## config.mk

```make
export PLATFORM = sky130hd
export DESIGN_NAME = feram_bus_ctrl
export DESIGN_NICKNAME = d
export VERILOG_FILES = /design/src/rtl/feram_pkg.sv /design/src/rtl/feram_tick.sv /design/src/rtl/feram_seq.sv /design/src/rtl/feram_bus_ctrl.sv
export SDC_FILE = /design/constraint.sdc
export NUM_CORES = 1
export LEC_CHECK = 0
export BUFFER_PORTS_ARGS = -buffer_cell sky130_fd_sc_hd__buf_2
export CAP_MARGIN = 10
export CORE_ASPECT_RATIO = 0.7
export CORE_MARGIN = 4
export CORE_UTILIZATION = 53
export CTS_CLUSTER_DIAMETER = 150
export DETAILED_ROUTE_END_ITERATION = 12
export PLACE_DENSITY = 0.88
export SKIP_LAST_GASP = 1
export SLEW_MARGIN = 20
export SYNTH_ARGS = -nofsm -noshare
export SYNTH_HDL_FRONTEND = slang
export SYNTH_HIERARCHICAL = 1
export SYNTH_SLANG_ARGS = --single-unit
```

## constraint.sdc

```tcl
create_clock -name clk -period 3 [get_ports clk]
set_input_delay 0.45 -clock clk [delete_from_list [all_inputs] [get_ports clk]]
set_output_delay 0.45 -clock clk [all_outputs]
set_load 0.1 [all_outputs]
```

## src/rtl/feram_pkg.sv

```systemverilog
`timescale 1ns/1ps
package feram_pkg;

  // Number of clock cycles covering ns nanoseconds, never fewer than one.
  function automatic int ns2cyc(input int ns, input int period_ns);
    int c;
    c = (ns + period_ns - 1) / period_ns;
    if (c < 1) c = 1;
    return c;
  endfunction

  function automatic int imax(input int a, input int b);
    return (a > b) ? a : b;
  endfunction

  typedef enum logic [3:0] {
    ST_IDLE,
    ST_SETUP,
    ST_RD_CE,
    ST_RD_OE,
    ST_WR_CE,
    ST_WR_WE,
    ST_WR_HOLD,
    ST_WR_REL,
    ST_RECOV
  } fsm_e;

endpackage

```

## src/rtl/feram_tick.sv

```systemverilog
`timescale 1ns/1ps
// Saturating up-counter with synchronous clear; resets to its ceiling.
module feram_tick #(
  parameter int MAX = 30,
  parameter int W   = $clog2(MAX + 1)
) (
  input  logic         clk,
  input  logic         rst,
  input  logic         clr,
  output logic [W-1:0] cnt
);
  localparam logic [W-1:0] TOP = W'(MAX);

  always_ff @(posedge clk) begin
    if (rst)             cnt <= TOP;
    else if (clr)        cnt <= '0;
    else if (cnt != TOP) cnt <= cnt + 1'b1;
  end
endmodule

```

## src/rtl/feram_seq.sv

```systemverilog
`timescale 1ns/1ps
// Access sequencer: host handshake, strobe ordering and bus ownership.
module feram_seq
  import feram_pkg::*;
#(
  parameter int ADDR_W = 15,
  parameter int DATA_W = 8,
  parameter int N_ASU  = 1,
  parameter int N_CE   = 14,
  parameter int N_OE   = 8,
  parameter int N_WE   = 14,
  parameter int N_CYC  = 30,
  parameter int EL_W   = 5,
  parameter int PH_W   = 4
) (
  input  logic              clk,
  input  logic              rst,
  input  logic              req_valid,
  output logic              req_ready,
  input  logic              req_write,
  input  logic [ADDR_W-1:0] req_addr,
  input  logic [DATA_W-1:0] req_wdata,
  output logic              rd_valid,
  output logic [DATA_W-1:0] rd_data,
  input  logic [EL_W-1:0]   el_cnt,
  input  logic [PH_W-1:0]   ph_cnt,
  output logic              el_clr,
  output logic              ph_clr,
  output logic              mem_ce_n,
  output logic              mem_oe_n,
  output logic              mem_we_n,
  output logic [ADDR_W-1:0] mem_addr,
  output logic [DATA_W-1:0] mem_dq_out,
  output logic              mem_dq_oe,
  input  logic [DATA_W-1:0] mem_dq_in
);
  localparam logic [PH_W-1:0] PH_ASU = PH_W'(N_ASU - 1);
  localparam logic [PH_W-1:0] PH_OE  = PH_W'(N_OE - 1);
  localparam logic [PH_W-1:0] PH_WE  = PH_W'(N_WE - 1);
  localparam logic [EL_W-1:0] EL_ACC = EL_W'(N_CE - 1);
  localparam logic [EL_W-1:0] EL_CYC = EL_W'(N_CYC - 1);

  fsm_e              st_q, st_d;
  logic              ce_d, oe_d, we_d, dqoe_d, rdy_d, rdv_d, wr_q, wr_d;
  logic [ADDR_W-1:0] addr_d;
  logic [DATA_W-1:0] wd_d, rdd_d;

  always_comb begin
    st_d   = st_q;
    ce_d   = mem_ce_n;
    oe_d   = mem_oe_n;
    we_d   = mem_we_n;
    dqoe_d = mem_dq_oe;
    addr_d = mem_addr;
    wd_d   = mem_dq_out;
    wr_d   = wr_q;
    rdy_d  = req_ready;
    rdv_d  = 1'b0;
    rdd_d  = rd_data;
    el_clr = 1'b0;
    ph_clr = 1'b0;
    case (st_q)
      ST_IDLE: begin
        if (req_valid && req_ready) begin
          rdy_d  = 1'b0;
          addr_d = req_addr;
          wd_d   = req_wdata;
          wr_d   = req_write;
          dqoe_d = req_write;  // reads release the bus here, well ahead of OE
          ph_clr = 1'b1;
          st_d   = ST_SETUP;
        end
      end
      ST_SETUP: begin
        if (ph_cnt >= PH_ASU) begin
          ce_d   = 1'b0;
          el_clr = 1'b1;
          ph_clr = 1'b1;
          st_d   = wr_q ? ST_WR_CE : ST_RD_CE;
        end
      end
      ST_RD_CE: begin
        oe_d   = 1'b0;
        ph_clr = 1'b1;
        st_d   = ST_RD_OE;
      end
      ST_RD_OE: begin
        if ((ph_cnt >= PH_OE) && (el_cnt >= EL_ACC)) begin
          rdv_d = 1'b1;
          rdd_d = mem_dq_in;
          oe_d  = 1'b1;
          ce_d  = 1'b1;
          st_d  = ST_RECOV;
        end
      end
      ST_WR_CE: begin
        we_d   = 1'b0;
        ph_clr = 1'b1;
        st_d   = ST_WR_WE;
      end
      ST_WR_WE: begin
        if (ph_cnt >= PH_WE) begin
          we_d = 1'b1;
          st_d = ST_WR_HOLD;
        end
      end
      ST_WR_HOLD: begin
        ce_d = 1'b1;
        st_d = ST_WR_REL;
      end
      ST_WR_REL: begin
        dqoe_d = 1'b0;
        st_d   = ST_RECOV;
      end
      ST_RECOV: begin
        if (el_cnt >= EL_CYC) begin
          rdy_d = 1'b1;
          st_d  = ST_IDLE;
        end
      end
      default: st_d = ST_IDLE;
    endcase
  end

  always_ff @(posedge clk) begin
    if (rst) begin
      st_q       <= ST_IDLE;
      mem_ce_n   <= 1'b1;
      mem_oe_n   <= 1'b1;
      mem_we_n   <= 1'b1;
      mem_dq_oe  <= 1'b0;
      mem_addr   <= '0;
      mem_dq_out <= '0;
      wr_q       <= 1'b0;
      req_ready  <= 1'b1;
      rd_valid   <= 1'b0;
      rd_data    <= '0;
    end else begin
      st_q       <= st_d;
      mem_ce_n   <= ce_d;
      mem_oe_n   <= oe_d;
      mem_we_n   <= we_d;
      mem_dq_oe  <= dqoe_d;
      mem_addr   <= addr_d;
      mem_dq_out <= wd_d;
      wr_q       <= wr_d;
      req_ready  <= rdy_d;
      rd_valid   <= rdv_d;
      rd_data    <= rdd_d;
    end
  end

  AST_NO_ACCEPT_BUSY: assert property (@(posedge clk) disable iff (rst)
    (st_q != ST_IDLE) |-> !req_ready);
  AST_RDV_ONLY_READ: assert property (@(posedge clk) disable iff (rst)
    rd_valid |-> !wr_q);
endmodule

```

## src/rtl/feram_bus_ctrl.sv

```systemverilog
`timescale 1ns/1ps
module feram_bus_ctrl
  import feram_pkg::*;
#(
  parameter int ADDR_W        = 15,
  parameter int DATA_W        = 8,
  parameter int CLK_PERIOD_NS = 5,
  parameter int T_ASU_NS      = 0,
  parameter int T_ACC_CE_NS   = 70,
  parameter int T_ACC_OE_NS   = 40,
  parameter int T_WE_NS       = 70,
  parameter int T_CYC_NS      = 150
) (
  input  logic              clk,
  input  logic              rst,
  input  logic              req_valid,
  output logic              req_ready,
  input  logic              req_write,
  input  logic [ADDR_W-1:0] req_addr,
  input  logic [DATA_W-1:0] req_wdata,
  output logic              rd_valid,
  output logic [DATA_W-1:0] rd_data,
  output logic              mem_ce_n,
  output logic              mem_oe_n,
  output logic              mem_we_n,
  output logic [ADDR_W-1:0] mem_addr,
  output logic [DATA_W-1:0] mem_dq_out,
  output logic              mem_dq_oe,
  input  logic [DATA_W-1:0] mem_dq_in
);
  localparam int N_ASU  = ns2cyc(T_ASU_NS, CLK_PERIOD_NS);
  localparam int N_CE   = ns2cyc(T_ACC_CE_NS, CLK_PERIOD_NS);
  localparam int N_OE   = ns2cyc(T_ACC_OE_NS, CLK_PERIOD_NS);
  localparam int N_WE   = ns2cyc(T_WE_NS, CLK_PERIOD_NS);
  localparam int N_CYC  = ns2cyc(T_CYC_NS, CLK_PERIOD_NS);
  localparam int EL_MAX = imax(N_CYC, N_CE);
  localparam int PH_MAX = imax(N_ASU, imax(N_OE, N_WE));
  localparam int EL_W   = $clog2(EL_MAX + 1);
  localparam int PH_W   = $clog2(PH_MAX + 1);

  logic [EL_W-1:0] el_cnt;
  logic [PH_W-1:0] ph_cnt;
  logic            el_clr, ph_clr;

  // Time since chip select fell: read access delay and cycle recovery.
  feram_tick #(.MAX(EL_MAX), .W(EL_W)) u_el (
    .clk(clk), .rst(rst), .clr(el_clr), .cnt(el_cnt));

  // Time in the current phase: setup, output-gate delay, write pulse.
  feram_tick #(.MAX(PH_MAX), .W(PH_W)) u_ph (
    .clk(clk), .rst(rst), .clr(ph_clr), .cnt(ph_cnt));

  feram_seq #(
    .ADDR_W(ADDR_W), .DATA_W(DATA_W), .N_ASU(N_ASU), .N_CE(N_CE),
    .N_OE(N_OE), .N_WE(N_WE), .N_CYC(N_CYC), .EL_W(EL_W), .PH_W(PH_W)
  ) u_seq (
    .clk(clk), .rst(rst),
    .req_valid(req_valid), .req_ready(req_ready), .req_write(req_write),
    .req_addr(req_addr), .req_wdata(req_wdata),
    .rd_valid(rd_valid), .rd_data(rd_data),
    .el_cnt(el_cnt), .ph_cnt(ph_cnt), .el_clr(el_clr), .ph_clr(ph_clr),
    .mem_ce_n(mem_ce_n), .mem_oe_n(mem_oe_n), .mem_we_n(mem_we_n),
    .mem_addr(mem_addr), .mem_dq_out(mem_dq_out), .mem_dq_oe(mem_dq_oe),
    .mem_dq_in(mem_dq_in)
  );

  // Independent interval counters used only by the assertions below.
  localparam int GW = $clog2(N_CYC + 1);
  localparam int WW = $clog2(N_WE + 1);
  localparam logic [GW-1:0] GAP_TOP = GW'(N_CYC);
  localparam logic [WW-1:0] WE_TOP  = WW'(N_WE);
  logic          ce_seen, we_seen;
  logic [GW-1:0] gap_cnt;
  logic [WW-1:0] wlo_cnt;

  always_ff @(posedge clk) begin
    if (rst) begin
      ce_seen <= 1'b1;
      we_seen <= 1'b1;
      gap_cnt <= GAP_TOP;
      wlo_cnt <= WE_TOP;
    end else begin
      ce_seen <= mem_ce_n;
      we_seen <= mem_we_n;
      if (ce_seen && !mem_ce_n)  gap_cnt <= GW'(1);
      else if (gap_cnt != GAP_TOP) gap_cnt <= gap_cnt + 1'b1;
      if (we_seen && !mem_we_n)  wlo_cnt <= WW'(1);
      else if (wlo_cnt != WE_TOP) wlo_cnt <= wlo_cnt + 1'b1;
    end
  end

  AST_OE_WE_EXCL: assert property (@(posedge clk) disable iff (rst)
    !(!mem_oe_n && !mem_we_n));
  AST_ADDR_SETUP: assert property (@(posedge clk) disable iff (rst)
    $fell(mem_ce_n) |-> $stable(mem_addr));
  AST_ADDR_HOLD: assert property (@(posedge clk) disable iff (rst)
    (!mem_ce_n && $past(!mem_ce_n)) |-> $stable(mem_addr));
  AST_BUS_OFF_READ: assert property (@(posedge clk) disable iff (rst)
    !mem_oe_n |-> (!mem_dq_oe && $past(!mem_dq_oe)));
  AST_WR_DRIVEN: assert property (@(posedge clk) disable iff (rst)
    !mem_we_n |-> mem_dq_oe);
  AST_CE_DRIVEN_RISE: assert property (@(posedge clk) disable iff (rst)
    ($rose(mem_ce_n) && $past(mem_dq_oe)) |-> mem_dq_oe);
  AST_RDV_PULSE: assert property (@(posedge clk) disable iff (rst)
    rd_valid |=> !rd_valid);
  AST_CYCLE_TIME: assert property (@(posedge clk) disable iff (rst)
    $fell(mem_ce_n) |-> (gap_cnt >= GAP_TOP));
  AST_WE_WIDTH: assert property (@(posedge clk) disable iff (rst)
    $rose(mem_we_n) |-> (wlo_cnt >= WE_TOP));
  AST_BUSY_LOW: assert property (@(posedge clk) disable iff (rst)
    !mem_ce_n |-> !req_ready);
endmodule

```

After elaboration in Yosys (flattened, before gate mapping)

Cells that the tools add are included.

Register bits after elaboration: 51
Bits of input ports: 35
Word-level logic and storage cells: 87

Add/subtract/negate cells: 2
Order comparisons: 5
Equality and inequality tests: 15
Mux-type cells: 27
Bitwise gates (word level): 1
Reduce and logical (&&, ||, !) cells: 22

Operators with widths:

| operator              | number |
|---|---|
| $pmux W4 S9           | 1 |
| $mux W4               | 7 |
| $eq A4 B3 Y1 const B  | 4 |
| $reduce_bool A2 Y1    | 6 |
| $mux W1               | 10 |
| $mux W5               | 2 |
| $ne A2 B1 Y1 const B  | 5 |
| $reduce_and A2 Y1     | 5 |
| $eq A4 B2 Y1 const B  | 2 |
| $pmux W1 S2           | 4 |
| $reduce_or A2 Y1      | 4 |
| $pmux W1 S3           | 2 |
| $reduce_and A3 Y1     | 2 |
| $add A5 B1 Y5 const B | 1 |
| $ge A5 B4 Y1 const B  | 1 |
| $ge A5 B5 Y1 const B  | 1 |
| $ne A5 B5 Y1 const B  | 1 |
| $reduce_and A5 Y1     | 1 |
| $add A4 B1 Y4 const B | 1 |
| $eq A4 B1 Y1 const B  | 1 |
| $eq A4 B4 Y1 const B  | 1 |
| $ge A4 B1 Y1 const B  | 1 |
| $ge A4 B3 Y1 const B  | 1 |
| $ge A4 B4 Y1 const B  | 1 |
| 6 further kinds       | 7 |

Longest topological paths before layout

Gate-level depths: netlist of the first run.

Word-level depth: 4
Mapped depth: 7

Modules after synthesis

The synthesis of the first run kept the hierarchy.

By module, submodules not included:

| module            | times used | cells each | area each (um2) |
|---|---|---|---|
| feram_seq         | 1          | 194        | 1637.8 |
| feram_tick (u_el) | 1          | 27         | 249.0 |
| feram_tick (u_ph) | 1          | 22         | 200.2 |

Worst setup path after synthesis of the first run

Ideal clock, no wire load.

Kind: reg-to-reg
Start point: register u_seq.req_ready
End point: register u_seq.mem_addr[10]
Library setup time: 70 ps
Data arrival time: 1951 ps
Required time: 2930 ps
Slack: 979 ps
Cell stages (with the launch flop): 7
Clock period less this slack: 2021 ps
Cells stage by stage: dfxtp_1 nand2_1 and3b_1 clkbuf_1 buf_2 nand2_1 a21oi_1

Cells in the longest elaborated chain, start to end: 2

Ends and longest elaborated chain:

| what                        | line             | RTL |
|---|---|---|
| from (decl)                 | feram_seq.sv:19  | `output logic req_ready,` |
| from (signal assigned)      | feram_seq.sv:147 | `req_ready <= rdy_d;` |
| $logic_and A1 B1 Y1         | feram_seq.sv:64  | `if (req_valid && req_ready) begin` |
| $reduce_and A2 Y1 (no line) | -                |  |
| to (signal assigned)        | feram_seq.sv:144 | `mem_addr <= addr_d;` |
| to (decl)                   | feram_seq.sv:32  | `output logic [ADDR_W-1:0] mem_addr,` |

Every way passes these cells.
A chain may end at the register's enable or synchronous reset.

Final worst setup path of the first run

Start point: register u_seq.st_q[3]
End point: register u_seq.mem_dq_oe

Cells in the longest elaborated chain, start to end: 3

Ends and longest elaborated chain:

| what                                                         | line             | RTL |
|---|---|---|
| from (decl)                                                  | feram_seq.sv:43  | `fsm_e st_q, st_d;` |
| from (signal assigned)                                       | feram_seq.sv:139 | `st_q <= st_d;` |
| $eq A4 B3 Y1 or $logic_not A4 Y1 (tied branches)             | feram_seq.sv:62  | `case (st_q)` |
| $reduce_bool A2 Y1 (no line) or $ne A2 B1 Y1 (tied branches) | -                |  |
| $reduce_and A2 Y1 (no line)                                  | -                |  |
| to (signal assigned)                                         | feram_seq.sv:143 | `mem_dq_oe <= dqoe_d;` |
| to (decl)                                                    | feram_seq.sv:34  | `output logic mem_dq_oe,` |

Parallel ways exist; a longest one is shown, timed or not.

==> results of run 1 <==
-- layout make-up --
class | instances | share of cell area [%]
tap | 50 | 2.46
sequential | 51 | 40.1
multi-input combinational | 170 | 38.2
timing repair buffer | 72 | 14.3
clock inverter | 3 | 1.08
inverter | 8 | 1.18
clock buffer | 5 | 2.70
-- flip-flops by register name (all words and copies together) (netlist names) --
| name | flops |
|---|---|
| u_el/cnt | 5 |
| u_ph/cnt | 4 |
| u_seq/mem_addr | 15 |
| u_seq/mem_ce_n | 1 |
| u_seq/mem_dq_oe | 1 |
| u_seq/mem_dq_out | 8 |
| u_seq/mem_oe_n | 1 |
| u_seq/mem_we_n | 1 |
| u_seq/rd_data | 8 |
| u_seq/rd_valid | 1 |
| u_seq/req_ready | 1 |
| u_seq/st_q | 4 |
| u_seq/wr_q | 1 |
-- worst max-delay path, cell delays in order (launching register included) --
cell and delay, ns:
dfxtp_1 0.45, nor2_1 0.25, and3b_1 0.70, nand2_1 0.16, a211oi_1 0.21
-- logic make-up (layout without fill, tap and decap cells) --
group,after synthesis,after routing,synth area share (%)
compound gates,70,70,22.1
xor+xnor,2,2,0.839
buf+inv,22,88,4.44
simple gates,93,93,20.9
flops,51,51,48.9
fa+ha+maj,4,4,2.40
mux,1,1,0.480
-- final timing paths --
check | start | to
worst max register to register | u_seq/st_q[3]$_SDFFE_PP0P_ | u_seq/mem_dq_oe$_SDFFE_PP0P_
worst max-delay path | u_seq/st_q[3]$_SDFFE_PP0P_ | u_seq/mem_dq_oe$_SDFFE_PP0P_
worst min register to register | u_seq/mem_addr[4]$_SDFFE_PP0P_ | u_seq/mem_addr[4]$_SDFFE_PP0P_
worst min-delay path | mem_dq_in[2] | u_seq/rd_data[2]$_SDFFE_PP0P_
-- layer usage --
metal  wire, µm  global-route usage, %  vias to the layer above  part of all wire [%]
met2       2060                   30.6                       67                    45
met3        349                   5.02                        7                   7.6
met5          0                      0                        -                     0
met4         61                   9.09                        0                   1.3
li1           -                      -                      976                     -
met1       2140                   24.0                      874                    46
-- power breakdown --
group          switching (W)  internal [W]  leakage [nW]
combinational       0.000480      0.000187         0.683
clock               0.000245      0.000171        0.0463
sequential         0.0000852      0.000755         0.418
total               0.000810       0.00111          1.15
-- through the flow --
stage               hold slack, ns  setup WS (ns)  instances  power [W]
floorplan                    0.450          0.979        243    0.00139
global placement             0.439           1.19        351    0.00151
detailed placement           0.445           1.13        351    0.00152
CTS                          0.329           1.15        359    0.00193
global route                 0.344          0.947        359    0.00203
finish                       0.338           1.14        359    0.00192
-- synthesized netlist by cell type, types with 2 or more instances --
cell	count
a211oi_1	2
nor3_1	5
dfxtp_1	51
nand2_1	59
ha_1	4
xnor2_1	2
o211a_1	2
nand3_1	5
nor2b_1	3
o21ai_0	5
o22ai_1	2
o31ai_1	3
buf_2	2
nor2_1	9
a21oi_1	30
inv_1	7
clkbuf_1	11
a22o_1	8
a31oi_1	3
==> summary.md, run 1 <==
| Metric | Value |
|---|---|
| Placed Area | between 0.002 and 0.0025 mm² |
| Clk slew on worst S/H paths | about 0.10 ns |
| DIE AREA | about 0.005 mm² |
| Dpl hpwl | about 3.2 mm |
| Total track usage | a little under a fifth |
| Slew headroom | 48.7% |
| PortBufs | ~70 |
| CTS Buf Count | 5 |
| Fin nets | between 300 and 400 |
| Clock tree from TritonCTS | yes |
| Clock Path Buffers | 2 |
| Fin Clk Skew | ~0.011 ns |
| GP Congestion | between 0.8 and 0.9 |
| Cells after synthesis | approximately 240 |
| Mean post-synth cell area | between 8 and 9 µm² |
| Critical path required time | 3.24 ns |
| Tmin final | ~1.9 ns |
| Fin. max-slew vios | 0 |
| Core Area | between 0.003 and 0.004 mm² |
| Drt drc | 0 |
| Largest net degree at the start of global routing | 42 |
| Asr flop ratio synth | 0% |
| Vias in the first global route | between 1,500 and 2,000 |
| Area Overhead vs Synth | 22.0% |
| Worst setup SP type | flip-flop |
| Fraction of layout cells with a size suffix above 1 | 27.8% |
| Ys flop type | dfxtp_1 |
| Seq. cell area | ~0.0010 mm² |
| Setup crit end kind | flip-flop |
| Clk_lat worst skew | 0.32 ns |
| Post-layout util | a little over two thirds |
| Post-CTS Setup Inserts | 0 |
| Number of diodes | 0 |
| Post-synth EDFFs | 0 |
| Hold Vio Cnt, Final | 0 |
| R2r worst-path depth | 4 |
| Sequential-to-total area share from yosys stat | 48.9% |
| Fill cell count | roughly 300 |
| Setup slack, reg-to-reg | 1.14 ns |
| Max-Cap Viols | 0 |
| Width of the die | roughly 83 µm |
| Lkg Pwr | approximately 1.1 nW |
| Most common cell after layout, fill and taps aside | buf_2 |
| Power Dens Cells | around 750 mW/mm² |
| Starting density of the core | between 50% and 60% |
| Rows | 18 |
| Data arrival, critical path | 2.09 ns |
| Slew at the pin closest to its max-slew limit | 0.770 ns |
| Fmax | approximately 0.54 GHz |
| Final period utilization | approximately three fifths |
| Fin area | ~0.0025 mm² |
| Post-CTS Resized | 0 |
| Synth Register Bits | between 50 and 60 |
| Initial antenna violation count | 0 |
| Crit Path Max Fanout | 24 |
| Via count | between 1,500 and 2,000 |
| Htree depth | 2 |
| Starting DRT DRC Count | between 100 and 150 |
| Area contributors post-synth | dfxtp_1, nand2_1, a21oi_1 |
| Worst min path class | in -> reg |
| Setup TNS | 0 ns |
| Yosys cell types | 49 |
| Status | completed |
| CP Class | reg -> reg |
| GRT Residual Overflow | 0 |
| IO Pins | 72 |
| TritonRoute pass-1 iters | 4 |
| Leading cell types in the layout, fill and taps excluded | buf_2, nand2_1, dfxtp_1 |
| Yosys top cell by area | dfxtp_1 |
| Hold Crit Depth | 2 |
| RSZ-0062 raised after global routing | false |
| WL per Instance | ~13 µm |
| Syn Nets | roughly 280 |
| Vias/cell | ~5.4 |
| Synth Warn # | 6 |
| Wire length of the first global-routing pass | 7.67 mm |
| Die height | 60.5 µm |
| Synthesized area | about 0.0021 mm² |
| Sink Count | slightly above 50 |
| Post-Route WL | between 4 and 5 mm |
| Area of the multi-input gates | 973 µm² |
| Maximum VDD drop | 0.391 mV |
| CTS Hold Bufs | 0 |
| # setup viols final | 0 |
| Post-route ant nets | 0 |
| Top cell type's share of synthesized area | around half |
| Root Driver | clkbuf_8 |
Note: power is estimated with default switching activity, not from simulation.
==> run 2: changes to the inputs <==
- ABC_AREA: unset -> 1
- CORE_UTILIZATION: 53 -> 50
- PLACE_DENSITY: 0.88 -> 0.83
- clock period: 3 -> 1.8 ns (I/O delays scaled with it)
==> run 2 against run 1 <==
  * Via count is 9.9% higher
  * Hold slack worse by 0.18 ns
  * Utilization shrank 3.1 points
  * Routed wire length increased by 12%
  * Count of clock-buffer cells in the layout increased by 1
  * Largest cell class unchanged
  * Largest power group is now combinational logic
==> summary.md, run 2 <==
| Metric | Value |
|---|---|
| Yosys cell types | 27 |
| TritonRoute pass-1 iters | 4 |
| Slew headroom | approximately 67% |
| Fin Clk Skew | roughly 0.0063 ns |
| Synth top cells by count | nand2_1, dfxtp_1, a21oi_1 |
| WL per Instance | roughly 12 µm |
| Setup slack, reg-to-reg | 0.26 ns |
| Most common cell after layout, fill and taps aside | nand2_1 |
| Critical path required time | roughly 2.0 ns |
| Crit Path Max Fanout | 5 |
| Fill cell count | 367 |
| Non-Filler Instances | 424 |
| Hold Path End | u_seq/rd_data[7]$_SDFFE_PP0P_ |
| Core Area | slightly above 0.004 mm² |
| Post-route ant nets | 0 |
| Starting density of the core | 53.5% |
| Status | completed |
| Asr flop ratio synth | 0% |
| Overall Power | roughly 0.0053 W |
| Fin. max-slew vios | 0 |
| Top cell type's share of synthesized area | between 40% and 50% |
| Htree depth | 2 |
| Rows | 19 |
| CTS Buf Count | 5 |
| Largest net degree at the start of global routing | 27 |
| Clock Path Buffers | 2 |
| Sequential-to-total area share from yosys stat | 47.2% |
| Mean post-synth cell area | between 7 and 8 µm² |
| Area contributors post-synth | dfxtp_1, nand2_1, a21oi_1 |
| GP Congestion | 0.884 |
| Fraction of layout cells with a size suffix above 1 | 26.1% |
| Hold Vio Cnt, Final | 0 |
| Setup crit end kind | flip-flop |
| Total track usage | 19.2% |
| Lkg Pwr | 1.37 nW |
| CTS Hold Bufs | 0 |
| Dpl hpwl | 3.95 mm |
| Clk slew on worst S/H paths | 0.09 ns |
| Slew at the pin closest to its max-slew limit | between 0.5 and 0.6 ns |
| Reg2Reg Capture Point | u_ph/cnt[2]$_SDFFE_PP1P_ |
| Area Overhead vs Synth | 24.6% |
| Placed Instances | roughly 420 |
| Sink Count | between 50 and 60 |
| # setup viols final | 0 |
| RSZ-0062 raised after global routing | false |
| Worst min path class | in -> reg |
| Syn Nets | roughly 340 |
| Root Driver | clkbuf_8 |
| CP Class | reg -> reg |
| Initial antenna violation count | 0 |
| Synthesized area | 0.00216 mm² |
| R2r worst-path depth | 8 |
| Final period utilization | between 80% and 90% |
| Post-CTS Resized | 0 |
| Yosys top cell by area | dfxtp_1 |
| Wire length of the first global-routing pass | between 8 and 9 mm |
| Width of the die | 86.6 µm |
| Hold slack | ~0.16 ns |
| Fin nets | 410 |
| Via count | 2,115 |
| Data arrival, critical path | between 1.5 and 2 ns |
| PortBufs | between 70 and 80 |
| Leading cell types in the layout, fill and taps excluded | nand2_1, buf_2, dfxtp_1 |
| Starting DRT DRC Count | between 100 and 150 |
| Vias in the first global route | between 1,500 and 2,000 |
| Maximum VDD drop | ~1.1 mV |
| Hold Crit Depth | 3 |
| Most common cell in the netlist | nand2_1 |
| Post-CTS Setup Inserts | 0 |
| GRT Residual Overflow | 0 |
| Cells after synthesis | between 200 and 300 |
| Hold wc startpoint | mem_dq_in[7] |
| Vias/cell | 4.99 |
| Reg with most FFs | u_seq/mem_addr |
| Post-Route WL | 5.14 mm |
| Die height | around 63 µm |
| Biggest regs | u_seq/mem_addr: 15 flops, u_seq/mem_dq_out: 8 flops, u_seq/rd_data: 8 flops |
| Fmax | 0.650 GHz |
| Drt drc | 0 |
| Tmin final | 1.54 ns |
| Clk_lat worst skew | 0.29 ns |
| Max reg flops | 15 |
| Setup TNS | 0 ns |
| Power Dens Cells | 1960 mW/mm² |
| Max-Cap Viols | 0 |
| Ys flop type | dfxtp_1 |
| Synth Register Bits | 51 |
| Number of diodes | 0 |
| Post-synth EDFFs | 0 |
| Worst setup SP type | flip-flop |
| DIE AREA | between 0.005 and 0.006 mm² |
| Clock tree from TritonCTS | yes |
| IO Pins | a little over 70 |
| FF-to-FF Start | u_seq/st_q[3]$_SDFFE_PP0P_ |
| Synth Warn # | 6 |
-- run 2: cell count changes in the layout (fill, tap and decap cells not counted), sizes merged, moves of 3 or more --
cell / delta
inv: +21
nand3: +14
a21oi: +4
a22o: -8
nor2: +12
a31oi: -3
o21ai: +3
nor3: -5
nand2: +52
nor2b: -3
-- run 2: worst max-delay path by stage --
stage,from,to,slack (ns),cells past startpoint
floorplan,u_seq/req_ready$_SDFFE_PP1P_,u_ph/cnt[2]$_SDFFE_PP1P_,0.26,6
global placement,u_seq/st_q[3]$_SDFFE_PP0P_,u_ph/cnt[2]$_SDFFE_PP1P_,0.35,8
detailed placement,u_seq/st_q[3]$_SDFFE_PP0P_,u_ph/cnt[2]$_SDFFE_PP1P_,0.30,8
CTS,u_seq/st_q[3]$_SDFFE_PP0P_,u_ph/cnt[2]$_SDFFE_PP1P_,0.27,8
global route,u_seq/st_q[3]$_SDFFE_PP0P_,u_ph/cnt[2]$_SDFFE_PP1P_,0.14,8
finish,u_seq/st_q[3]$_SDFFE_PP0P_,u_ph/cnt[2]$_SDFFE_PP1P_,0.26,8
-- run 2: critical path: stages, from the launching register on --
cell     delay (ns)
dfxtp_1        0.38
nor2_4         0.20
inv_2          0.06
nor2_1         0.29
inv_1          0.12
nand4_1        0.13
inv_1          0.08
o21ai_0        0.07
o21ai_0        0.09
-- run 2: cell type report --
cell class / count / area [µm²] / share of cell area, %
tap: 52 / 65.1 / 2.41
clock inverter: 2 / 60.1 / 2.23
sequential: 51 / 1020 / 37.9
clock buffer: 6 / 72.6 / 2.69
multi-input combinational: 207 / 977 / 36.2
timing repair buffer: 74 / 378 / 14.0
inverter: 32 / 121 / 4.50
-- run 2: logic make-up after synthesis --
logic type | count (synthesis) | synth area share (%)
AO/OA/AOI/OAI | 47 | 11.8
adder cells (fa/ha/maj) | 4 | 2.31
buffers and inverters | 39 | 7.63
flip-flops | 51 | 47.2
AND/OR/NAND/NOR | 156 | 31.1
-- run 2: metal layers --
layer / part of all wire (%) / wire (µm) / track usage [%]
met4: 1.0 / 53 / 4.47
met3: 10 / 522 / 5.93
met5: 0 / 0 / 0
met2: 42 / 2180 / 30.1
met1: 46 / 2390 / 25.7
-- run 2: through the flow --
step / cell area (µm²) / utilization [%] / worst slack (ns)
after CTS: 2700 / 66.7 / 0.272
after global routing: 2700 / 66.7 / 0.139
after detailed placement: 2560 / 63.4 / 0.295
after global placement: 2560 / 63.4 / 0.354
final: 2700 / 66.7 / 0.262
after floorplan: 2160 / - / 0.261
-- run 2: power by group --
group / switching, W / internal [W] / leakage [nW]
clock network: 0.000351 / 0.000555 / 0.0654
registers: 0.000274 / 0.00141 / 0.417
logic: 0.00208 / 0.000615 / 0.891
total: 0.00271 / 0.00258 / 1.37
